$ cat src/rtl/ckey_pkg.sv
package ckey_pkg;

  // Stored key: three channels of CH_W bits
  localparam int CH_W   = 10;
  localparam int NUM_CH = 3;
  localparam int KEY_W  = CH_W * NUM_CH;

  // Per-format channel widths
  localparam int W8_R = 3;
  localparam int W8_G = 3;
  localparam int W8_B = 2;
  localparam int W16  = 5;
  localparam int W32  = 8;

  localparam int PX8_W  = W8_R + W8_G + W8_B;
  localparam int PX16_W = W16 * NUM_CH;
  localparam int PX32_W = W32 * NUM_CH;
  localparam int CMP_W  = KEY_W;

  typedef enum logic [1:0] {
    PIX_8  = 2'd0,
    PIX_16 = 2'd1,
    PIX_32 = 2'd2,
    PIX_30 = 2'd3
  } pix_fmt_e;

endpackage

$ cat src/rtl/ckey_rst_sync.sv
module ckey_rst_sync (
  input  logic clk,
  input  logic rst_n,
  output logic rst_sync_n
);

  logic [1:0] sync_q;

  always_ff @(posedge clk or negedge rst_n) begin
    if (!rst_n) begin
      sync_q <= 2'b00;
    end else begin
      sync_q <= {sync_q[0], 1'b1};
    end
  end

  assign rst_sync_n = sync_q[1];

endmodule

$ cat src/rtl/ckey_key_convert.sv
module ckey_key_convert
  import ckey_pkg::*;
(
  input  logic [KEY_W-1:0] key_rgb,
  input  pix_fmt_e         fmt,
  output logic [CMP_W-1:0] key_px,
  output logic [CMP_W-1:0] cmp_mask
);

  logic [CH_W-1:0]   chan [NUM_CH];
  logic [PX8_W-1:0]  px8;
  logic [PX16_W-1:0] px16;
  logic [PX32_W-1:0] px32;

  // Channel 0 is red (most significant), channel 2 is blue
  for (genvar c = 0; c < NUM_CH; c++) begin : g_chan
    localparam int HI = CH_W * (NUM_CH - c) - 1;
    assign chan[c] = key_rgb[HI -: CH_W];
    assign px16[W16*(NUM_CH-c)-1 -: W16] = chan[c][CH_W-1 -: W16];
    assign px32[W32*(NUM_CH-c)-1 -: W32] = chan[c][CH_W-1 -: W32];
  end

  assign px8 = {chan[0][CH_W-1 -: W8_R],
                chan[1][CH_W-1 -: W8_G],
                chan[2][CH_W-1 -: W8_B]};

  always_comb begin
    key_px   = '0;
    cmp_mask = '0;
    unique case (fmt)
      PIX_8: begin
        key_px[PX8_W-1:0]   = px8;
        cmp_mask[PX8_W-1:0] = '1;
      end
      PIX_16: begin
        key_px[PX16_W-1:0]   = px16;
        cmp_mask[PX16_W-1:0] = '1;
      end
      PIX_32: begin
        key_px[PX32_W-1:0]   = px32;
        cmp_mask[PX32_W-1:0] = '1;
      end
      default: begin
        key_px   = key_rgb;
        cmp_mask = '1;
      end
    endcase
  end

endmodule

$ cat src/rtl/ckey_match_gate.sv
module ckey_match_gate
  import ckey_pkg::*;
(
  input  logic             ctx_key_en,
  input  logic             key_valid,
  input  logic [CMP_W-1:0] color_cmp,
  input  logic [CMP_W-1:0] key_px,
  input  logic [CMP_W-1:0] cmp_mask,
  output logic             keep
);

  logic test_on;
  logic hit;

  always_comb begin
    test_on = ctx_key_en && key_valid;
    hit     = ((color_cmp ^ key_px) & cmp_mask) == '0;
    keep    = !(test_on && hit);
  end

endmodule

$ cat src/rtl/ckey_write_filter.sv
module ckey_write_filter
  import ckey_pkg::*;
#(
  parameter int ADDR_W = 24,
  parameter int PX_W   = 32
) (
  input  logic              clk,
  input  logic              rst_n,
  input  logic              req_valid,
  input  logic [ADDR_W-1:0] req_addr,
  input  logic [PX_W-1:0]   req_color,
  input  logic [1:0]        req_fmt,
  input  logic              ctx_key_en,
  input  logic              key_valid,
  input  logic [KEY_W-1:0]  key_rgb,
  output logic              out_we,
  output logic [ADDR_W-1:0] out_addr,
  output logic [PX_W-1:0]   out_color
);

  logic             rst_sync_n;
  logic [CMP_W-1:0] key_px;
  logic [CMP_W-1:0] cmp_mask;
  logic [CMP_W-1:0] color_cmp;
  logic             keep;

  logic              we_d;
  logic              data_en;
  logic [ADDR_W-1:0] addr_d;
  logic [PX_W-1:0]   color_d;

  ckey_rst_sync u_rst_sync (
    .clk        (clk),
    .rst_n      (rst_n),
    .rst_sync_n (rst_sync_n)
  );

  ckey_key_convert u_convert (
    .key_rgb  (key_rgb),
    .fmt      (pix_fmt_e'(req_fmt)),
    .key_px   (key_px),
    .cmp_mask (cmp_mask)
  );

  // Compare width is the stored key width; pad or trim the pixel to it
  if (PX_W >= CMP_W) begin : g_cmp_trim
    assign color_cmp = req_color[CMP_W-1:0];
  end else begin : g_cmp_pad
    assign color_cmp = {{(CMP_W-PX_W){1'b0}}, req_color};
  end

  ckey_match_gate u_gate (
    .ctx_key_en (ctx_key_en),
    .key_valid  (key_valid),
    .color_cmp  (color_cmp),
    .key_px     (key_px),
    .cmp_mask   (cmp_mask),
    .keep       (keep)
  );

  // Next-state
  always_comb begin
    we_d    = req_valid && keep;
    data_en = req_valid;
    addr_d  = req_addr;
    color_d = req_color;
  end

  // Registers
  always_ff @(posedge clk or negedge rst_sync_n) begin
    if (!rst_sync_n) begin
      out_we <= 1'b0;
    end else begin
      out_we <= we_d;
    end
  end

  always_ff @(posedge clk or negedge rst_sync_n) begin
    if (!rst_sync_n) begin
      out_addr  <= '0;
      out_color <= '0;
    end else if (data_en) begin
      out_addr  <= addr_d;
      out_color <= color_d;
    end
  end

endmodule

$ cat config.mk
export PLATFORM = sky130hd
export DESIGN_NAME = ckey_write_filter
export DESIGN_NICKNAME = d
export VERILOG_FILES = /design/src/rtl/ckey_pkg.sv /design/src/rtl/ckey_rst_sync.sv /design/src/rtl/ckey_key_convert.sv /design/src/rtl/ckey_match_gate.sv /design/src/rtl/ckey_write_filter.sv
export SDC_FILE = /design/constraint.sdc
export NUM_CORES = 1
export LEC_CHECK = 0
export ABC_AREA = 1
export BUFFER_PORTS_ARGS = -buffer_cell sky130_fd_sc_hd__buf_2
export CAP_MARGIN = 0
export CELL_PAD_IN_SITES_DETAIL_PLACEMENT = 1
export CELL_PAD_IN_SITES_GLOBAL_PLACEMENT = 2
export CORE_ASPECT_RATIO = 1.25
export CORE_MARGIN = 10
export CORE_UTILIZATION = 28
export DETAILED_ROUTE_END_ITERATION = 16
export GPL_ROUTABILITY_DRIVEN = 0
export PLACE_DENSITY_LB_ADDON = 0.25
export SLEW_MARGIN = 20
export SYNTH_ARGS = -nofsm -noshare
export SYNTH_HDL_FRONTEND = slang
export SYNTH_SLANG_ARGS = --single-unit
$ cat constraint.sdc
create_clock -name clk -period 3.4 [get_ports clk]
set_input_delay 0.51 -clock clk [delete_from_list [all_inputs] [get_ports clk]]
set_output_delay 0.51 -clock clk [all_outputs]
set_load 0.1 [all_outputs]
# After elaboration in Yosys (flattened, before gate mapping)
# Index checks and enable logic that the tools add are counted.
[totals] wordCells=23 regBits=59
[classes] eq_ne=2 reduce_logical=8 muxes=7 bitwise=2
[op_table] cell="30-bit AND" n=1
[op_table] cell="30-bit logical NOT" n=1
[op_table] cell="30-bit XOR" n=1
[op_table] cell="8-bit one-hot mux with 3 select lines" n=1
[op_table] cell="7-bit one-hot mux with 3 select lines" n=1
[op_table] cell="9-bit one-hot mux with 2 select lines" n=1
[op_table] cell="6-bit two-way mux" n=2
[op_table] cell="9-bit two-way mux" n=1
[op_table] cell="7-bit two-way mux" n=1
[op_table] cell="1-bit logical AND" n=3
[op_table] cell="3-bit OR reduction" n=1
[op_table] cell="2-bit by 1-bit == test with 1-bit output, second input constant" n=1
[op_table] cell="2-bit == test, second input constant" n=1
[op_table] cell="2-bit logical NOT" n=1
[op_table] cell="2-bit OR reduction" n=1
[op_table] cell="1-bit logical NOT" n=1

# Logic depth before layout (Yosys ltp)
# Gate-level depths: netlist of the first run.
[logic_depth] word_depth=9 depth_mapped=15 depth_no_buf=14

# Cells and area by module
# A second synthesis of the first run with hierarchy kept.
[hier_totals] cells_unflattened=563 hier_area_um2=3686.0
[modules_own_cells] mod="ckey_write_filter" instances=1 cells_per_inst=240 seq_area_each_um2=1426.4 area_per_inst_um2=2140.8
[modules_own_cells] mod="ckey_key_convert" instances=1 cells_per_inst=141 seq_area_each_um2=0.0 area_per_inst_um2=780.7
[modules_own_cells] mod="ckey_match_gate" instances=1 cells_per_inst=179 seq_area_each_um2=0.0 area_per_inst_um2=710.7
[modules_own_cells] mod="ckey_rst_sync" instances=1 cells_per_inst=3 seq_area_each_um2=50.0 area_per_inst_um2=53.8

# Worst setup path after synthesis of the first run
# OpenSTA, ideal clock, no wires.
[synth_timing] kind="input -> register" start="input port req_fmt[0]" end="register out_we" slack_ps=1783 required_time_ps=3287 arrival_ps=1504 stages=14 setup_ps=113 path_cell_list="buf_6 inv_6 buf_6 nand3_2 nand2_1 nand2_1 nand3_1 nand2_1 nor2_1 nand2_1 nor2_1 nand3_1 nand2_1 inv_1"
[synth_via] elab_chain_len=9 word_cells_on_any_way=18 classes_between="2 x eq/ne; 7 x mux; 2 x bitwise; 7 x reduce/logical"
[synth_rtl] item="start, declared" line="ckey_write_filter.sv:12" text="input logic [1:0] req_fmt,"
[synth_rtl] item="2-bit by 1-bit == test with 1-bit output (tied with other cells)" line="ckey_key_convert.sv:30" text="unique case (fmt)"
[synth_rtl] item="2-bit OR reduction (no line) / 3-bit OR reduction (equally long branches)"
[synth_rtl] item="9-bit one-hot mux with 2 select lines / 6-bit two-way mux (equally long branches)" line="ckey_key_convert.sv:30"
[synth_rtl] item="30-bit XOR" line="ckey_match_gate.sv:17" text="hit = ((color_cmp ^ key_px) & cmp_mask) == '0;"
[synth_rtl] item="30-bit AND (*)" line="ckey_match_gate.sv:17"
[synth_rtl] item="30-bit logical NOT (*)" line="ckey_match_gate.sv:17"
[synth_rtl] item="1-bit logical AND (*)" line="ckey_match_gate.sv:18" text="keep = !(test_on && hit);"
[synth_rtl] item="1-bit logical NOT (*)" line="ckey_match_gate.sv:18"
[synth_rtl] item="1-bit logical AND (*)" line="ckey_write_filter.sv:63" text="we_d = req_valid && keep;"
[synth_rtl] item="via we_d" line="ckey_write_filter.sv:27" text="logic we_d;"
[synth_rtl] item="end signal, assigned" line="ckey_write_filter.sv:74" text="out_we <= we_d;"
[synth_rtl] item="end, declared" line="ckey_write_filter.sv:16" text="output logic out_we,"
# Mark *: on every way through the listed nets, which the timed path passes. The rest lies on a longest branch.
# A chain may end at the register's enable or synchronous reset.

# Final worst setup path of the first run
[layout_timing] start="input port req_fmt[1]" end="register out_we"
# The elaborated chain is that of the path after synthesis.

==> results of run 1 <==
cells by family after synthesis:
kind of cell    count (synthesis)
flops                          59
compound gates                 28
other cells                     1
mux                            37
buf+inv                        60
simple gates                  239
registers in the layout (all words and copies together), names as in the netlist:
name,count
out_addr,24
out_color,32
out_we,1
u_rst_sync.sync_q,2
layout by cell type (no fill, tap or decap), types with 10 or more instances in the layout:
master    netlist  final
nand3b_1       10     10
nor2_1         32     32
nand3_1        41     41
nand2_1       130    130
inv_1          39     39
dfrtp_1        59     58
mux2_2         37     37
buf_2           4    149
a21oi_1        22     22
layer usage:
layer  share of wire [%]  track usage [%]
met3                 9.8             7.61
met2                  50             25.9
met5                0.10                0
met4                 1.3             3.99
met1                  39             15.7
power groups by stage:
stage	Combinational (mW)	Clock [mW]	Sequential, mW
after detailed placement	0.892	0	0.822
after global routing	0.940	0.974	0.820
after floorplan	0.204	0	1.30
after CTS	0.894	0.943	0.811
after global placement	0.884	0	0.817
final	0.885	0.913	0.808
how the worst min path moves through the flow:
| stage | from | endpoint |
|---|---|---|
| 2_1_floorplan | rst_n | u_rst_sync.sync_q[0] |
| 3_3_place_gp | rst_n | u_rst_sync.sync_q[0] |
| 3_5_place_dp | rst_n | u_rst_sync.sync_q[0] |
| 4_1_cts | u_rst_sync.sync_q[0] | u_rst_sync.sync_q[1] |
| 5_1_grt | u_rst_sync.sync_q[0] | u_rst_sync.sync_q[1] |
| 6_report | u_rst_sync.sync_q[1] | out_addr[23] |
per-stage QoR:
stage	setup WS [ns]	total power, mW
after floorplan	1.64	1.51
after global placement	0.976	1.70
after detailed placement	0.923	1.71
after CTS	1.27	2.65
after global routing	0.993	2.73
final	1.27	2.61
cell type report:
class                           count  area [sq um]
Tap cell                          164           205
Multi-Input combinational cell    305          1680
Sequential cell                    59          1480
Clock buffer                       10           229
Fill cell                        1534          7490
Timing Repair Buffer              154           798
Inverter                           43           169
Clock inverter                      6          65.1
==> metrics.txt, run 1 <==
GRT Util Overall between 10% and 20%; Layout Area Growth over Synthesis 34.1%; Resized cells post-CTS 0; sw frac a little over two fifths; Final #Nets approximately 670; XOR/XNOR share of the synthesized area 0%; Layout Cells excl Fill 741; Internal around 1.5 mW; Starting Density 28.5%; Pre-antenna DRT Iters 4; largest net degree at the start of global routing 50; cell mode on critical path nand2_1; CP max-delay cell buf_2; Worst-Margin Slew 0.824 ns; leading register cell type out of synthesis dfrtp_1; Synth Area per Inst about 8 sq um; Crit path buffers/inverters 3; dpl cells between 700 and 800; Skew-Pair Late Insertion Delay around 0.33 ns; post-DP HPWL 10.2 mm; power per cell area between 500 and 600 mW/mm^2; Cell Area, Synth between 0.003 and 0.004 sq mm; CP Data Required Time ~3.6 ns; clock buffer depth 2; Crit Reg-Reg Startpoint u_rst_sync.sync_q[1]; critical path launch point type input port; Die Ht about 140 um; sequential fraction of design power a little under a third; post-CTS setup buffers 0; final core utilization 38.2%; port bufs 149; VDD IR max 0.301 mV; Iter 0 DRT Violations 70; Clock Skew between 0.006 and 0.007 ns; final hold viol count 0; critical path capture point out_we; Crit path max-delay family simple AND/OR/NAND/NOR gates; Yosys top cell by area dfrtp_1; die area 0.0172 sq mm; initial antenna violation count 3; Vias approximately 3400; CORE AREA between 0.01 and 0.015 sq mm; worst-path cell chain buf_2, inv_4, nor2_8, nand2_1, nand2_1, nand2_1, nand3_1, nand2_1, nor2_1, nand2_1, nor2_1, nand3_1, nand2_1, inv_1; Final Cycle Share 62.7%; GRT overflow 0; Tmin final around 2.1 ns; layout cell share with drive strength beyond 1 38.6%; post-synthesis sequential area ratio ~43%; CTS tree done; top cells by area, synth dfrtp_1, nand2_1, mux2_2; multiplexer share of the synthesized area about 12%; crit path kind in2reg; Post-synth top cells nand2_1, dfrtp_1, nand3_1, inv_1, mux2_2; main combinational cell family by area after synthesis simple AND/OR/NAND/NOR gates; simple-gate portion of the synthesized area 32.4%; DP Area 0.00430 sq mm; # IOs 150; Hold Slack roughly 0.33 ns; Synth Area in Compound Gates just over 4%; WL/cell roughly 17 um; type of the most critical hold path reg2async; number of max-cap violations 0; # diodes 0; cts bufs inserted 9; Post-synth EDFFs 0; clock power share between 30% and 40%; vias in the first global route 3941; Syn. warnings 0; count leader, synth nand2_1; Largest stage delay, worst path ~0.63 ns; first-pass GRT wire length roughly 20 mm; CP startpoint req_fmt[1]; DRC viols 0; P_leak 2.44 nW; R2R depth 1; Reg2Reg Capture Point out_addr[9]; post-DR vias/cell about 4.6; critical path arrival ~2.4 ns; Post-Syn Instances between 400 and 500; Yosys reg bits 59; H-tree lvl count 3; Final Cell Area 0.00462 sq mm; number of cells on the critical path 14; Clk pin slew, worst setup/hold paths 0.06 ns; crit path capture type register; Die Wd roughly 120 um; num rows 45; reg2reg setup slack approximately 2.2 ns; Yosys cell types 27; Achievable Freq 0.469 GHz; Yosys top cell area share between 40% and 50%; status complete, no violations; Adder-Cell Fraction of Synth Area 0%; CTS Root Cell clkbuf_16; clk sinks 59; TNS Setup 0 ns; Async SR Flop Fraction 100%; max-slew violations 0; CTS Hold Bufs 1; relative slew slack a little under half; syn nets 517; final setup fails 0; DRT antenna net count 0; unrepaired setup endpoints after global routing no; Sw Pwr ~1.1 mW; worst-path fanout max 33; Comb pwr share ~34%; drt total wl around 13 mm
No activity file was read; power rests on OpenSTA's default activity.
==> inputs of run 2 (changes only) <==
Settings changed: ABC_AREA 1 to 0, CORE_UTILIZATION 28 to 26.
Clock period 3.4 ns to 1.7 ns, I/O delays scaled along.
==> run 2 against run 1 <==
Compared with the run above: global-route usage is 1.9 points lower; synthesized cell count is 44% lower; sequential cell count stayed put; largest power group unchanged; highest routed layer unchanged.
==> metrics.txt, run 2 <==
worst-path fanout max 9; registers with the most flip-flops out_color: 32 flops, out_addr: 24 flops, u_rst_sync.sync_q: 2 flops; num rows 44; CTS Root Cell clkbuf_16; Crit path buffers/inverters 1; Layout Area Growth over Synthesis 46.0%; die area 0.0169 sq mm; Final WS setup roughly 0.12 ns; Synth Area per Inst between 10 and 15 sq um; critical path arrival approximately 1.8 ns; largest net degree at the start of global routing 58; number of max-cap violations 0; post-DP HPWL 9.08 mm; Post-synth top cells mux2_2, dfrtp_1, xnor2_1, xor2_1, nand2_1; Yosys top cell by area dfrtp_1; Die Ht ~140 um; clk sinks 59; Hold Crit Start req_addr[11]; clock buffer depth 2; WL/cell 19.2 um; Achievable Freq roughly 0.63 GHz; DRC viols 0; count leader, synth mux2_2; top sig layer met5; Final #Nets ~500; Largest register FFs 32; R2R depth 1; initial antenna violation count 3; Post-Route M1 WL 4.52 mm; Clock Skew 0.00338 ns; Async SR Flop Fraction 100%; hold depth 2; Largest stage delay, worst path approximately 0.58 ns; Starting Density 26.8%; P_leak about 2.1 nW; Pre-antenna DRT Iters 4; type of the most critical hold path in2reg; Iter 0 DRT Violations approximately 40; Clk pin slew, worst setup/hold paths roughly 0.060 ns; met2 wire length 5.34 mm; max-slew violations 0; critical path launch point type input port; CORE AREA between 0.01 and 0.015 sq mm; DRT antenna net count 0; Yosys cell types 36; VDD IR max just over 0.5 mV; Skew-Pair Late Insertion Delay approximately 0.33 ns; post-synthesis sequential area ratio approximately 47%; CP Data Required Time roughly 1.9 ns; CP max-delay cell mux4_1; Post-synth EDFFs 0; Biggest register out_color; post-CTS setup buffers 0; GRT Util Overall 13.1%; Tmin final about 1.6 ns; Cell Area, Synth roughly 0.0031 sq mm; first-pass GRT wire length ~17 mm; vias in the first global route around 3000; crit path capture type register; Crit path max-delay family multiplexers; final hold viol count 0; CTS tree done; # IOs 150; Vias about 2600; Reg2Reg Capture Point out_addr[10]; cts bufs inserted 9; WHS Endpoint out_addr[11]; status complete, no violations; dpl cells 558; final setup fails 0; post-DR vias/cell 4.55; unrepaired setup endpoints after global routing no; Yosys top cell area share between 40% and 50%; most frequent cells in the layout buf_2, mux2_2, dfrtp_1; met3 routed WL approximately 930 um; Post-Syn Instances 239; TNS Setup 0 ns; layout cell share with drive strength beyond 1 a little over three fifths; port bufs roughly 150; power per cell area roughly 1200 mW/mm^2; commonest non-fill, non-tap cell in the layout buf_2; syn nets 332; GRT overflow 0; Final Cycle Share between 90% and 100%; post-place setup slack -0.401 ns; Hold Slack 0.151 ns; worst-path cell chain buf_4, mux4_1, xor2_1, nor2_1, o221ai_2, a211oi_2, a41oi_1; Die Wd roughly 120 um; crit path kind in2reg; Crit Reg-Reg Startpoint u_rst_sync.sync_q[1]; top cells by area, synth dfrtp_1, mux2_2, xnor2_1; Yosys reg bits 59; Syn. warnings 0; Layout Cells excl Fill ~580; leading register cell type out of synthesis dfrtp_1; drt total wl 11.0 mm; H-tree lvl count 3; reg2reg setup slack 0.91 ns
## run 2: cell count changes after synthesis, sizes merged, moves of 10 or more
cell   previous run  this run
nor2             35         3
inv              43         2
xnor2             0        17
mux2             37        65
nand3            48         4
nand2           132        11
xor2              0        16
mux2i             0        10
a21oi            22         3
## run 2: cell type report
| type | count | area, sq um |
|---|---|---|
| Tap cell | 161 | 201 |
| Multi-Input combinational cell | 165 | 1590 |
| Inverter | 2 | 7.51 |
| Sequential cell | 59 | 1480 |
| Antenna cell | 1 | 2.50 |
| Clock inverter | 7 | 124 |
| Clock buffer | 9 | 225 |
| Fill cell | 1319 | 7140 |
| Timing Repair Buffer | 172 | 952 |
## run 2: what timing repair did
item                       in CTS  in global routing
hold endpoints to repair        2                  0
setup endpoints to repair       1                  1
hold buffers                    1                  0
gates resized for setup         1                  4
## run 2: kinds of logic after synthesis
| group | share of synthesized area, % |
|---|---|
| multiplexers | 31.4 |
| flip-flops | 47.0 |
| XOR/XNOR | 9.20 |
| AND/OR/NAND/NOR | 4.74 |
| AO/OA/AOI/OAI | 5.18 |
| buffers and inverters | 2.35 |
| other | 0.119 |
## run 2: worst max path at each step
stage | slack, ns | end | depth (start not counted) | start
final | 0.12 | out_we | 7 | req_fmt[0]
after global routing | 0.0003 | out_we | 7 | req_fmt[1]
after CTS | 0.0009 | out_we | 6 | req_fmt[0]
after detailed placement | -0.40 | out_we | 8 | req_fmt[0]
after global placement | -0.33 | out_we | 8 | req_fmt[0]
after floorplan | 0.03 | out_we | 6 | req_fmt[0]
## run 2: layer usage
layer,GRT usage (%),up-vias
li1,-,1209
met1,14.8,1282
met2,21.5,108
met3,5.96,15
met4,4.50,4
met5,0,-
## run 2: report_power, final
group          switching, mW  total (mW)  internal, mW  leakage [nW]
clock network          0.683        2.12          1.44         0.166
registers             0.0713        1.61          1.54         0.689
logic                   1.37        1.82         0.449          1.27
total                   2.13        5.56          3.43          2.13
## run 2: per-stage QoR
step | total power, mW | cell area, sq um | util (%)
finish | 5.56 | 4580 | 39.1
global route | 5.80 | 4580 | 39.1
CTS | 5.67 | 4580 | 39.0
detailed placement | 3.48 | 4210 | 35.9
global placement | 3.46 | 4210 | 35.9
floorplan | 3.02 | 3140 | -
